**config.mk**
```make
export PLATFORM = sky130hd
export DESIGN_NAME = codec_irq_unit
export DESIGN_NICKNAME = d
export VERILOG_FILES = /design/src/rtl/cirq_pkg.sv /design/src/rtl/cirq_decode.sv /design/src/rtl/cirq_datapath.sv /design/src/rtl/codec_irq_unit.sv
export SDC_FILE = /design/constraint.sdc
export NUM_CORES = 1
export LEC_CHECK = 0
export ABC_AREA = 1
export ABC_CLOCK_PERIOD_IN_PS = 1100
export BUFFER_PORTS_ARGS = -buffer_cell sky130_fd_sc_hd__buf_2
export CORE_ASPECT_RATIO = 2
export CORE_UTILIZATION = 29
export CTS_BUF_LIST = sky130_fd_sc_hd__clkbuf_8
export DETAILED_ROUTE_END_ITERATION = 10
export SLEW_MARGIN = 40
export SYNTH_ARGS = -nofsm -noshare
export SYNTH_HDL_FRONTEND = slang
export SYNTH_SLANG_ARGS = --single-unit
```
**constraint.sdc**
```tcl
create_clock -name clk -period 1.1 [get_ports clk]
set_input_delay 0.165 -clock clk [delete_from_list [all_inputs] [get_ports clk]]
set_output_delay 0.165 -clock clk [all_outputs]
set_load 0.1 [all_outputs]
```
**src/rtl/cirq_pkg.sv**
```systemverilog
package cirq_pkg;

  // Output form selected by the top two bits of the control register.
  typedef enum logic [1:0] {
    FORM_LVL_HI = 2'b00,
    FORM_LVL_LO = 2'b01,
    FORM_PLS_HI = 2'b10,
    FORM_PLS_LO = 2'b11
  } irq_form_e;

  // Strobes from the address decoder to the register datapath.
  typedef struct packed {
    logic wrCtrl;
    logic wrMask;
    logic wrFlag;
    logic selCtrl;
    logic selMask;
    logic selFlag;
  } reg_strb_t;

endpackage

```
**src/rtl/cirq_decode.sv**
```systemverilog
module cirq_decode
  import cirq_pkg::*;
#(
  parameter int ADDR_W    = 5,
  parameter logic [ADDR_W-1:0] CTRL_ADDR = 'h04,
  parameter logic [ADDR_W-1:0] MASK_ADDR = 'h05,
  parameter logic [ADDR_W-1:0] FLAG_ADDR = 'h06
) (
  input  logic [ADDR_W-1:0] regAddr,
  input  logic              regWrEn,
  output reg_strb_t         strb
);

  logic hitCtrl, hitMask, hitFlag;

  assign hitCtrl = (regAddr == CTRL_ADDR);
  assign hitMask = (regAddr == MASK_ADDR);
  assign hitFlag = (regAddr == FLAG_ADDR);

  always_comb begin
    strb.selCtrl = hitCtrl;
    strb.selMask = hitMask;
    strb.selFlag = hitFlag;
    strb.wrCtrl  = regWrEn && hitCtrl;
    strb.wrMask  = regWrEn && hitMask;
    strb.wrFlag  = regWrEn && hitFlag;
  end

endmodule

```
**src/rtl/cirq_datapath.sv**
```systemverilog
module cirq_datapath
  import cirq_pkg::*;
#(
  parameter int NUM_SRC = 7,
  parameter int DATA_W  = 8
) (
  input  logic               clk,
  input  logic               rstN,
  input  reg_strb_t          strb,
  input  logic [DATA_W-1:0]  wrData,
  input  logic [NUM_SRC-1:0] evtIn,
  output logic [DATA_W-1:0]  rdData,
  output logic               irqOut
);

  localparam int FORM_LSB = DATA_W - 2;
  localparam int PAD_W    = DATA_W - NUM_SRC;

  logic [DATA_W-1:0]  ctrlQ;
  logic [DATA_W-1:0]  maskQ;
  logic [NUM_SRC-1:0] flagQ;
  logic [NUM_SRC-1:0] flagD;
  logic [NUM_SRC-1:0] clrVec;
  logic [NUM_SRC-1:0] srcMask;
  logic               pulseQ;
  logic               newUnmasked;
  logic               pending;
  irq_form_e          form;

  assign clrVec  = strb.wrFlag ? wrData[NUM_SRC-1:0] : '0;
  assign srcMask = maskQ[NUM_SRC-1:0];
  assign form    = irq_form_e'(ctrlQ[FORM_LSB +: 2]);

  // Per-source flag update: a new event takes priority over a clear.
  for (genvar i = 0; i < NUM_SRC; i++) begin : g_flag
    assign flagD[i] = evtIn[i] | (flagQ[i] & ~clrVec[i]);

    AST_EVT_SETS: assert property (@(posedge clk) disable iff (!rstN)
      evtIn[i] |=> flagQ[i]);
    AST_CLR_W1C: assert property (@(posedge clk) disable iff (!rstN)
      (strb.wrFlag && wrData[i] && !evtIn[i]) |=> !flagQ[i]);
    AST_STICKY: assert property (@(posedge clk) disable iff (!rstN)
      (flagQ[i] && !(strb.wrFlag && wrData[i])) |=> flagQ[i]);
  end

  assign newUnmasked = |(evtIn & ~flagQ & ~srcMask);
  assign pending     = |(flagQ & ~srcMask);

  always_ff @(posedge clk or negedge rstN) begin
    if (!rstN) begin
      ctrlQ  <= '0;
      maskQ  <= '1;
      flagQ  <= '0;
      pulseQ <= 1'b0;
    end else begin
      if (strb.wrCtrl) ctrlQ <= wrData;
      if (strb.wrMask) maskQ <= wrData;
      flagQ  <= flagD;
      pulseQ <= newUnmasked;
    end
  end

  always_comb begin
    unique case (form)
      FORM_LVL_HI: irqOut = pending;
      FORM_LVL_LO: irqOut = ~pending;
      FORM_PLS_HI: irqOut = pulseQ;
      default:     irqOut = ~pulseQ;
    endcase
  end

  always_comb begin
    rdData = '0;
    if (strb.selCtrl)      rdData = ctrlQ;
    else if (strb.selMask) rdData = maskQ;
    else if (strb.selFlag) rdData = {{PAD_W{1'b0}}, flagQ};
  end

  AST_MASKED_QUIET: assert property (@(posedge clk) disable iff (!rstN)
    (srcMask == '1 && form == FORM_LVL_HI) |-> !irqOut);
  AST_PULSE_CAUSE: assert property (@(posedge clk) disable iff (!rstN)
    (form == FORM_PLS_HI && irqOut) |-> $past(|evtIn));
  AST_LOWPULSE_CAUSE: assert property (@(posedge clk) disable iff (!rstN)
    (form == FORM_PLS_LO && !irqOut) |-> $past(|evtIn));

endmodule

```
**src/rtl/codec_irq_unit.sv**
```systemverilog
module codec_irq_unit
  import cirq_pkg::*;
#(
  parameter int ADDR_W  = 5,
  parameter int DATA_W  = 8,
  parameter int NUM_SRC = 7,
  parameter logic [ADDR_W-1:0] CTRL_ADDR = 'h04,
  parameter logic [ADDR_W-1:0] MASK_ADDR = 'h05,
  parameter logic [ADDR_W-1:0] FLAG_ADDR = 'h06
) (
  input  logic               clk,
  input  logic               rstN,
  input  logic [ADDR_W-1:0]  regAddr,
  input  logic               regWrEn,
  input  logic [DATA_W-1:0]  regWrData,
  output logic [DATA_W-1:0]  regRdData,
  input  logic [NUM_SRC-1:0] evtIn,
  output logic               irqOut
);

  reg_strb_t strb;

  cirq_decode #(
    .ADDR_W   (ADDR_W),
    .CTRL_ADDR(CTRL_ADDR),
    .MASK_ADDR(MASK_ADDR),
    .FLAG_ADDR(FLAG_ADDR)
  ) i_decode (
    .regAddr(regAddr),
    .regWrEn(regWrEn),
    .strb   (strb)
  );

  cirq_datapath #(
    .NUM_SRC(NUM_SRC),
    .DATA_W (DATA_W)
  ) i_datapath (
    .clk   (clk),
    .rstN  (rstN),
    .strb  (strb),
    .wrData(regWrData),
    .evtIn (evtIn),
    .rdData(regRdData),
    .irqOut(irqOut)
  );

endmodule

```
==> results.yml <==
status:
  status: "finished with violations"
  violations: "negative setup slack"
setup_path:
  worstReg2RegEnd: "i_datapath.pulseQ"
  critical_path.max_fanout: 2
  worstPathRequired_ps: 940
  setup.worst_path.end_class: "primary output"
  critical_path_class: "flip-flop to primary output"
  reg2regPathDepth: 8
  reg2reg_slack_ps: -160
  start_kind: "flip-flop"
  cp.arrival_ps: 1570
  regToRegStartpoint: "i_datapath.maskQ[2]"
floorplanning:
  io_pins: 32
  initial_core_util: 0.304
  die_x_um: 51.1
  die_y_um: 100
  rows: 35
  dieArea_um2: 5120
  coreArea_um2: 4600
worst_hold_path:
  whs_endpoint: "i_datapath.flagQ[4]"
  worstHoldPathCells: 3
  worstHoldStart: "evtIn[4]"
  min_path_type: "primary input to flip-flop"
logic_synthesis:
  synth_fp_nets: 196
  seq_area_frac_synth: 0.437
  synth_compound_area_frac: 0.123
  synth.avg_cell_area_um2: 8.08
  synth_simple_gate_area_frac: 0.336
  synth-warning-count: 0
  syn_inst: 173
  synth-seq-cells: 24
  synthMuxAreaShare: 0
  synth_xor_area_frac: 0
  synth_top_family_by_area: "simple AND/OR/NAND/NOR gates"
  syn_area_um2: 1400
  synth_fa_ha_area_frac: 0
  yosysUniqueCellTypes: 22
final_layout:
  drive_gt1_frac: 0.480
  final_nets: 275
  area_growth_pct: 60.7
  fin_cells: 305
  stdcell_area_um2: 2250
  diodes: 0
  final_core_util: 0.488
sta:
  setup_violations: 10
  fin_hold_ws_ps: 89.6
  timing.fmax_mhz: 578
  slew_headroom: 0.612
  clock-skew-final_ps: 3.32
  hold_viol: 0
  worstMarginPinSlew_ps: 583
  finalMaxSlewViolations: 0
  fin_ws_ps: -631
  min_period_ps: 1730
  rsz0062_at_grt: "yes"
  finalCritPeriodShare: 1.57
placement:
  place_inst: 288
  placed_cell_area_um2: 1990
  port_buffers: 31
  gp_congestion: 0.771
  detailed_place_hpwl_um: 2760
clock_network:
  cts-buffers-inserted: 3
  cts_max_level: 1
  cts_tree: "yes"
  clock_sinks: 24
  clk_path_buf_depth: 2
  ctsRootBufferMaster: "clkbuf_8"
  insertion_delay_ps: 270
  clk_pin_slew_worst_paths_ps: 80
routing:
  met1_length_um: 1530
  wl_met2_um: 2110
  first_pass_iters: 4
  drt_iter0_markers: 29
  top_layer_used: "met4"
  wire_per_inst_um: 12.6
  wl_met3_um: 93
  viasPerCell: 4.58
  vias: 1397
  antenna_left: 0
  route.detailed.drc: 0
  wl_um: 3850
pwr:
  p_int_uw: 1880
  pwr-share-comb: 0.418
  power.leakage_uw: 0.00112
  power.density_nw_per_um2: 1280
  p_sw_uw: 993
  pwr-share-seq: 0.398
  pwr-share-clk: 0.184
  p_sw_frac: 0.346
  ir_drop_mv: 0.859
grt:
  overflow: 0
  grt_pass1_wl_um: 6210
  grt_max_degree: 25
  gr-usage-all-layers: 0.165
  grt_pass1_vias: 1330
  antenna_found_initial: 0
run:
  max_cap_violations: 0
## registers in the layout, indices dropped and copies added, names as in the netlist
name and cells:
i_datapath.ctrlQ 8, i_datapath.flagQ 7, i_datapath.maskQ 8, i_datapath.pulseQ 1
## metal layers
layer / vias to the layer above / GRT usage
li1: 712 / -
met1: 647 / 0.196
met2: 29 / 0.289
met3: 9 / 0.0152
met4: 0 / 0.0748
met5: - / 0
## area by class of cell
class	count	area (um2)
Sequential cell	24	611
Inverter	28	115
Tap cell	55	68.8
Multi-Input combinational cell	118	717
Fill cell	452	2350
Timing Repair Buffer	77	693
Clock buffer	3	41.3
## Yosys cell counts (all sizes together)
cell type  number  area share
nand2          60        0.17
inv            28       0.075
o21ai          17       0.072
dfrtp          16        0.29
nor2           12       0.083
nand3          10       0.045
dfstp           8        0.15
o211ai          8       0.043
nand4           7       0.031
buf             3       0.030
a21oi           1      0.0036
nor3            1      0.0036
o22ai           1      0.0045
or2             1      0.0045
## what timing repair did
action | in CTS | in global routing
pin swaps | 9 | 17
endpoints found under the setup margin | 10 | 22
buffers inserted | 2 | 15
endpoints found under the hold margin | 16 | 0
resized for setup | 14 | 20
hold buffers | 1 | 0
## critical path, cell delays in order (launching register included)
cell and delay (ps):
dfstp_2 540, inv_1 50, nand2_1 50, nand2_1 80, nor2_1 120, nand2_2 80
nand2_2 90, nand2_4 60, nand2_8 60, buf_12 160
## worst max path at each step
| stage | from | to | slack [ps] | depth (start not counted) |
|---|---|---|---|---|
| 2_1_floorplan | regAddr[0] | regRdData[0] | -1100 | 4 |
| 3_3_place_gp | i_datapath.maskQ[0] | irqOut | -330 | 8 |
| 4_1_cts | i_datapath.maskQ[0] | irqOut | -630 | 9 |
| 6_report | i_datapath.maskQ[2] | irqOut | -630 | 9 |
| 3_5_place_dp | i_datapath.maskQ[0] | irqOut | -320 | 9 |
| 5_1_grt | i_datapath.maskQ[4] | irqOut | -700 | 9 |
## cells by family (layout without fill, tap and decap cells)
kind of cell / Yosys count / in the layout
AOI/OAI and AO/OA: 27 / 27
DFF: 24 / 24
and+or+nand+nor: 91 / 91
buffers and inverters: 31 / 108
## power groups by stage
stage	Combinational [uW]	Sequential (uW)	Clock [uW]
floorplan	563	1140	0
global placement	1000	1140	0
detailed placement	1010	1140	0
CTS	1090	1140	541
global route	1290	1160	579
finish	1200	1140	529
## per-stage QoR
stage	total power, uW	setup TNS, ps	setup WS (ps)
2_1_floorplan	1700	-8840	-1100
3_3_place_gp	2140	-6260	-328
3_5_place_dp	2150	-6350	-321
4_1_cts	2770	-4150	-629
5_1_grt	3040	-4980	-703
6_report	2870	-4310	-631
## layout by cell type (no fill, tap or decap), drive strengths merged
| master | netlist | layout |
|---|---|---|
| buf | 3 | 75 |
| nand3 | 10 | 10 |
| or2 | 1 | 1 |
| nor3 | 1 | 1 |
| clkbuf | 0 | 4 |
| inv | 28 | 28 |
| o22ai | 1 | 1 |
| nand4 | 7 | 7 |
| nand2 | 60 | 60 |
| a21oi | 1 | 1 |
| dlygate4sd3 | 0 | 1 |
| dfstp | 8 | 8 |
| o21ai | 17 | 17 |
| dfrtp | 16 | 16 |
| nor2 | 12 | 12 |
| o211ai | 8 | 8 |
(Power assumes the default switching activity.)
